==> src/rtl/fp_cmp_pkg.sv <==
package fp_cmp_pkg;

  localparam int RES_W  = 64;
  localparam int SGL_W  = 32;
  localparam int FUNC_W = 6;

  localparam int SP_EXP_W = 8;
  localparam int SP_MAN_W = 23;
  localparam int DP_EXP_W = 11;
  localparam int DP_MAN_W = 52;

  // function field bit positions
  localparam int FN_CODE_LSB = 0;
  localparam int FN_CODE_W   = 3;
  localparam int FN_SIG_BIT  = 3;
  localparam int FN_NEG_BIT  = 4;
  localparam int FN_BAD_BIT  = 5;

  typedef struct packed {
    logic lt;
    logic eq;
    logic gt;
    logic un;
  } rel_t;

  typedef struct packed {
    logic is_nan;
    logic is_snan;
    logic is_zero;
  } fpclass_t;

endpackage

==> src/rtl/fp_operand_class.sv <==
module fp_operand_class
  import fp_cmp_pkg::*;
#(
  parameter int EXP_W = 8,
  parameter int MAN_W = 23
) (
  input  logic [EXP_W+MAN_W:0] val,
  output fpclass_t             cls,
  output logic [EXP_W+MAN_W:0] key
);
  localparam int TOP = EXP_W + MAN_W;

  logic             sign;
  logic [EXP_W-1:0] expo;
  logic [MAN_W-1:0] man;
  logic             exp_max;
  logic             man_nz;

  always_comb begin
    sign    = val[TOP];
    expo    = val[TOP-1:MAN_W];
    man     = val[MAN_W-1:0];
    exp_max = &expo;
    man_nz  = |man;

    cls.is_nan  = exp_max & man_nz;
    cls.is_snan = exp_max & man_nz & ~man[MAN_W-1];
    cls.is_zero = ~(|expo) & ~man_nz;

    // monotonic unsigned key: negatives inverted, positives lifted
    if (sign) key = ~val;
    else      key = {1'b1, val[TOP-1:0]};
  end

endmodule

==> src/rtl/fp_order_rel.sv <==
module fp_order_rel
  import fp_cmp_pkg::*;
#(
  parameter int EXP_W = 8,
  parameter int MAN_W = 23
) (
  input  logic [EXP_W+MAN_W:0] opa,
  input  logic [EXP_W+MAN_W:0] opb,
  output rel_t                 rel,
  output logic                 any_nan,
  output logic                 any_snan
);
  localparam int OW = EXP_W + MAN_W + 1;

  fpclass_t        cls_a, cls_b;
  logic [OW-1:0]   key_a, key_b;

  fp_operand_class #(.EXP_W(EXP_W), .MAN_W(MAN_W)) u_cls_a (
    .val(opa), .cls(cls_a), .key(key_a)
  );
  fp_operand_class #(.EXP_W(EXP_W), .MAN_W(MAN_W)) u_cls_b (
    .val(opb), .cls(cls_b), .key(key_b)
  );

  always_comb begin
    any_nan  = cls_a.is_nan  | cls_b.is_nan;
    any_snan = cls_a.is_snan | cls_b.is_snan;
    rel      = '0;
    if (any_nan) begin
      rel.un = 1'b1;
    end else if ((cls_a.is_zero & cls_b.is_zero) || (key_a == key_b)) begin
      rel.eq = 1'b1;
    end else if (key_a < key_b) begin
      rel.lt = 1'b1;
    end else begin
      rel.gt = 1'b1;
    end
  end

endmodule

==> src/rtl/fp_pred_decode.sv <==
module fp_pred_decode
  import fp_cmp_pkg::*;
(
  input  logic [FUNC_W-1:0] func,
  input  rel_t              rel,
  input  logic              any_nan,
  input  logic              any_snan,
  output logic              hit,
  output logic              illegal,
  output logic              invalid
);
  logic [FN_CODE_W-1:0] code;
  logic                 sig_cmp;
  logic                 neg_set;
  logic                 bad_op;

  always_comb begin
    code    = func[FN_CODE_LSB +: FN_CODE_W];
    sig_cmp = func[FN_SIG_BIT];
    neg_set = func[FN_NEG_BIT];
    bad_op  = func[FN_BAD_BIT];

    hit     = 1'b0;
    illegal = 1'b0;

    if (bad_op) begin
      illegal = 1'b1;
    end else if (!neg_set) begin
      // code bits weight unordered, equal and less
      hit = (code[0] & rel.un) | (code[1] & rel.eq) | (code[2] & rel.lt);
    end else begin
      unique case (code)
        3'd1:    hit = rel.lt | rel.gt | rel.eq;
        3'd2:    hit = rel.lt | rel.gt | rel.un;
        3'd3:    hit = rel.lt | rel.gt;
        default: illegal = 1'b1;
      endcase
    end

    if (illegal) hit = 1'b0;
    invalid = ~illegal & (any_snan | (sig_cmp & any_nan));
  end

endmodule

==> src/rtl/fp_cmp_mask.sv <==
module fp_cmp_mask
  import fp_cmp_pkg::*;
(
  input  logic              clk,
  input  logic              rst_n,
  input  logic              in_valid,
  input  logic              in_dbl,
  input  logic [RES_W-1:0]  in_a,
  input  logic [RES_W-1:0]  in_b,
  input  logic [FUNC_W-1:0] in_func,
  output logic              out_valid,
  output logic [RES_W-1:0]  out_mask,
  output logic              out_illegal,
  output logic              out_inv_cause,
  output logic              out_inv_sticky
);
  localparam int SP_W = SP_EXP_W + SP_MAN_W + 1;
  localparam int DP_W = DP_EXP_W + DP_MAN_W + 1;

  // asynchronous assert, synchronous release
  logic [1:0] rst_sync_q;
  logic       rst_int_n;

  always_ff @(posedge clk or negedge rst_n) begin
    if (!rst_n) rst_sync_q <= 2'b00;
    else        rst_sync_q <= {rst_sync_q[0], 1'b1};
  end
  assign rst_int_n = rst_sync_q[1];

  rel_t rel_s, rel_d, rel_sel;
  logic nan_s, nan_d, snan_s, snan_d;
  logic nan_sel, snan_sel;

  fp_order_rel #(.EXP_W(SP_EXP_W), .MAN_W(SP_MAN_W)) u_rel_sp (
    .opa(in_a[SP_W-1:0]), .opb(in_b[SP_W-1:0]),
    .rel(rel_s), .any_nan(nan_s), .any_snan(snan_s)
  );

  fp_order_rel #(.EXP_W(DP_EXP_W), .MAN_W(DP_MAN_W)) u_rel_dp (
    .opa(in_a[DP_W-1:0]), .opb(in_b[DP_W-1:0]),
    .rel(rel_d), .any_nan(nan_d), .any_snan(snan_d)
  );

  always_comb begin
    rel_sel  = in_dbl ? rel_d  : rel_s;
    nan_sel  = in_dbl ? nan_d  : nan_s;
    snan_sel = in_dbl ? snan_d : snan_s;
  end

  logic hit, illegal, invalid;

  fp_pred_decode u_dec (
    .func(in_func), .rel(rel_sel), .any_nan(nan_sel), .any_snan(snan_sel),
    .hit(hit), .illegal(illegal), .invalid(invalid)
  );

  // next-state
  logic [RES_W-1:0] mask_d, mask_q;
  logic             ill_d, ill_q;
  logic             cause_d, cause_q;
  logic             sticky_d, sticky_q;
  logic             vld_q;
  logic             res_en;

  always_comb begin
    res_en  = in_valid;
    mask_d  = '0;
    if (hit) begin
      if (in_dbl) mask_d = '1;
      else        mask_d = {{(RES_W-SGL_W){1'b0}}, {SGL_W{1'b1}}};
    end
    ill_d    = illegal;
    cause_d  = invalid;
    sticky_d = sticky_q | (in_valid & invalid);
  end

  // registers
  always_ff @(posedge clk or negedge rst_int_n) begin
    if (!rst_int_n) begin
      vld_q    <= 1'b0;
      mask_q   <= '0;
      ill_q    <= 1'b0;
      cause_q  <= 1'b0;
      sticky_q <= 1'b0;
    end else begin
      vld_q    <= in_valid;
      sticky_q <= sticky_d;
      if (res_en) begin
        mask_q  <= mask_d;
        ill_q   <= ill_d;
        cause_q <= cause_d;
      end
    end
  end

  assign out_valid      = vld_q;
  assign out_mask       = mask_q;
  assign out_illegal    = ill_q;
  assign out_inv_cause  = cause_q;
  assign out_inv_sticky = sticky_q;

endmodule

==> config.mk <==
export PLATFORM = sky130hd
export DESIGN_NAME = fp_cmp_mask
export DESIGN_NICKNAME = d
export VERILOG_FILES = /design/src/rtl/fp_cmp_pkg.sv /design/src/rtl/fp_operand_class.sv /design/src/rtl/fp_order_rel.sv /design/src/rtl/fp_pred_decode.sv /design/src/rtl/fp_cmp_mask.sv
export SDC_FILE = /design/constraint.sdc
export NUM_CORES = 1
export LEC_CHECK = 0
export BUFFER_PORTS_ARGS = -buffer_cell sky130_fd_sc_hd__buf_4
export CAP_MARGIN = 20
export CORE_ASPECT_RATIO = 2
export CORE_UTILIZATION = 35
export DETAILED_ROUTE_END_ITERATION = 7
export SYNTH_ARGS = -nofsm -noshare
export SYNTH_HDL_FRONTEND = slang
export SYNTH_HIERARCHICAL = 1
export SYNTH_SLANG_ARGS = --single-unit
==> constraint.sdc <==
create_clock -name clk -period 2.5 [get_ports clk]
set_input_delay 0.125 -clock clk [delete_from_list [all_inputs] [get_ports clk]]
set_output_delay 0.125 -clock clk [all_outputs]
set_load 0.005 [all_outputs]
==> metrics <==
total CTS buffers 3; Core Region 0.0163 mm²; Fmax about 330 MHz; Seq/Total Area, Yosys 3.42%; drt drc 0; Hold Path Stages 1; Seq. cell area 200 µm²; CP max stage delay 0.35 ns; Multi-input gate area between 0.004 and 0.005 mm²; Post-DP HPWL roughly 17000 µm; total die area 0.0173 mm²; GRT Total Usage 22.9%; CTS H-tree lvls 1; nets between 1000 and 1500; Antenna Cells 0; first-pass GRT wire length 30600 µm; Row Count 66; routability cong. roughly 0.9; worst r2r dst out_mask[31]; main flop type after synthesis dfrtp_1; Post-synth EDFFs 0; failing checks setup timing; Hold WC Path Type input port to flop; Setup CP Type input port to flop; Max Root-Sink Buffers 2; Max VDD drop 0.170 mV; largest net degree at the start of global routing 34; Final min period around 3.1 ns; reg2reg path depth 1; GRT overflow 0; root buf cell clkbuf_16; total power between 0.002 and 0.0025 W; clock latency on the worst-skew pair about 0.23 ns; die width 93.4 µm; DP Worst Slack -0.996 ns; Synth Area per Inst 7.71 µm²; Worst EP required 2.61 ns; Pre-antenna DRT Iters 5; Die H roughly 180 µm; CP Buf/Inv Count 3; Syn Nets 993; initial antenna violation count 0; layout cells sized above 1 42.2%; Yosys cell types 52; Fin. Hold Viols 0; number of primary I/O pins 206; WL per Instance 16.0 µm; crit path cell chain buf_16 > buf_12 > buf_8 > xor2_1 > ha_1 > nand4_1 > nor4_4 > nand4b_1 > o31a_1 > nand2b_4 > and3b_2 > mux2_4 > a22oi_2 > a221oi_2 > o21a_1 > mux2_4; synthesized area 0.00585 mm²; via count between 6000 and 7000; Sink Count 8; Worst-Margin Slew 0.906 ns; slowest stage cell, crit path nor4_4; Cell Area, Placed 0.00833 mm²; Top cell by count, worst path mux2_4; antenna-violating nets left 0; vias in the first global route 6453; pwr dens 252 mW/mm²; port buffer count 205; Post-Route WL 20200 µm; Reg-to-Reg Start out_mask[31]; Pins Over Slew Limit 0; Final WS setup -0.566 ns; Worst Hold End out_valid; fin area between 0.008 and 0.009 mm²; Hold Path Origin in_valid; Synth async-reset ratio 100%; Mapped Cells about 760; 1st-iter DRT viols 162; Seq cells post-synth 8; leakage power around 4.7 nW; status complete, but fails checks; Slew HR 39.6%; delay-heaviest family, CP simple AND/OR/NAND/NOR gates; drt via density 5.03; # setup viols final 2; Starting Density 36.0%; area grow syn2layout 52.0%; Fillers 1538; CP Capture Type flop; unrepaired setup endpoints after global routing yes; crit path DAT 3.18 ns; CP max FO 6; crit share post-route 123%; max-cap viol count 0; Max Clock Skew 0.000121 ns; Synth warnings 6; CP startpoint kind input port; setup slack, reg-to-reg 1.23 ns; Clock Pin Slew Worst Setup and Hold Paths about 0.03 ns; CTS tree done
## worst max path at each step
stage / startpoint / end / slack [ns] / depth (start not counted)
3_5_place_dp: in_b[63] / out_mask[31] / -1.0 / 17
5_1_grt: in_a[63] / out_mask[31] / -0.69 / 16
4_1_cts: in_a[63] / out_mask[31] / -0.56 / 16
2_1_floorplan: in_b[63] / out_mask[31] / -0.41 / 16
3_3_place_gp: in_b[63] / out_mask[31] / -0.95 / 17
6_report: in_a[63] / out_mask[31] / -0.57 / 16
## cells in the mapped netlist (all sizes together), types with 12 or more instances
library cell	instances	area, µm²
a21oi	44	220
buf	85	592
ha	96	1200
inv	102	383
nand2	27	101
nand3	14	70.1
nand4	28	188
nor2	13	53.8
nor3	12	60.1
nor4	45	349
o21ai	13	65.1
xor2	188	1650
## cell usage in the layout, fill, tap and decap left out, types with 3 or more instances in the layout
master	n
a21oi_1	42
a211oi_1	5
mux2_4	7
o211ai_1	3
buf_12	9
nor2_1	10
nand3_1	14
buf_16	5
nand4b_1	3
nor3_1	10
or2_2	5
or4_4	4
buf_4	362
nor4_2	14
o21ai_0	10
inv_1	102
xor2_2	3
nor4_4	6
nand4_1	26
and4_1	9
a221oi_1	4
a21o_1	7
dfrtp_1	8
nand2_1	27
nor4_1	25
o21a_1	3
clkbuf_16	3
xor2_1	185
ha_1	94
## routing by layer
layer,share of wire [%],GRT usage (%),vias up,wire length (µm)
met5,0,0,-,0
met4,6.1,13.2,0,1220
met3,5.0,2.13,72,1000
met2,58,48.1,229,11600
met1,31,19.8,2901,6300
li1,-,-,3130,-
## cells by family (layout without fill, tap and decap cells)
logic type,after synthesis,after routing,share of synthesized area [%]
AND/OR/NAND/NOR,176,176,19.1
flip-flops,8,8,3.42
other,1,1,0.0641
AO/OA/AOI/OAI,92,92,9.88
buffers and inverters,189,485,16.8
adder cells (fa/ha/maj),96,96,20.5
XOR/XNOR,188,188,28.1
multiplexers,9,9,2.12
## per-stage QoR
step | TNS [ns] | hold WS (ns) | std cells | utilization [%]
6_report | -1.01 | 0.0700 | 1259 | 54.7
3_3_place_gp | -2.27 | -0.0927 | 1239 | 51.2
4_1_cts | -0.990 | 0.0661 | 1254 | 53.6
3_5_place_dp | -2.39 | -0.0913 | 1239 | 51.2
5_1_grt | -1.28 | 0.0699 | 1259 | 54.7
2_1_floorplan | -0.694 | -0.171 | 759 | -
## report_power, final
part	switching, W	internal [W]	total, W	leakage [nW]
Clock	0.0000591	0.000206	0.000265	0.0370
Sequential	0.0000239	0.000137	0.000161	0.101
Combinational	0.000866	0.000953	0.00182	4.61
## cell type report
class                      count  area share, %
clock buffer                   3          0.844
inverter                     102           4.30
multi-input combinational    562           55.0
sequential                     8           2.25
tap                          204           2.87
timing repair buffer         380           34.7
## sequential cells by signal, indices dropped and copies added (netlist names)
register,flops
rst_sync_q,2
out_inv_sticky,1
out_illegal,1
out_inv_cause,1
out_mask,2
out_valid,1
## timing repair
| item | 4_1_cts | 5_1_grt |
|---|---|---|
| setup buffers | 8 | 5 |
| endpoints found under the hold margin | 2 | 0 |
| pin swaps | 27 | 20 |
| gates resized for setup | 29 | 26 |
| endpoints found under the setup margin | 3 | 3 |
| hold buffers | 1 | 0 |
| gates cloned | 3 | 0 |
No activity file was read; power rests on OpenSTA's default activity.
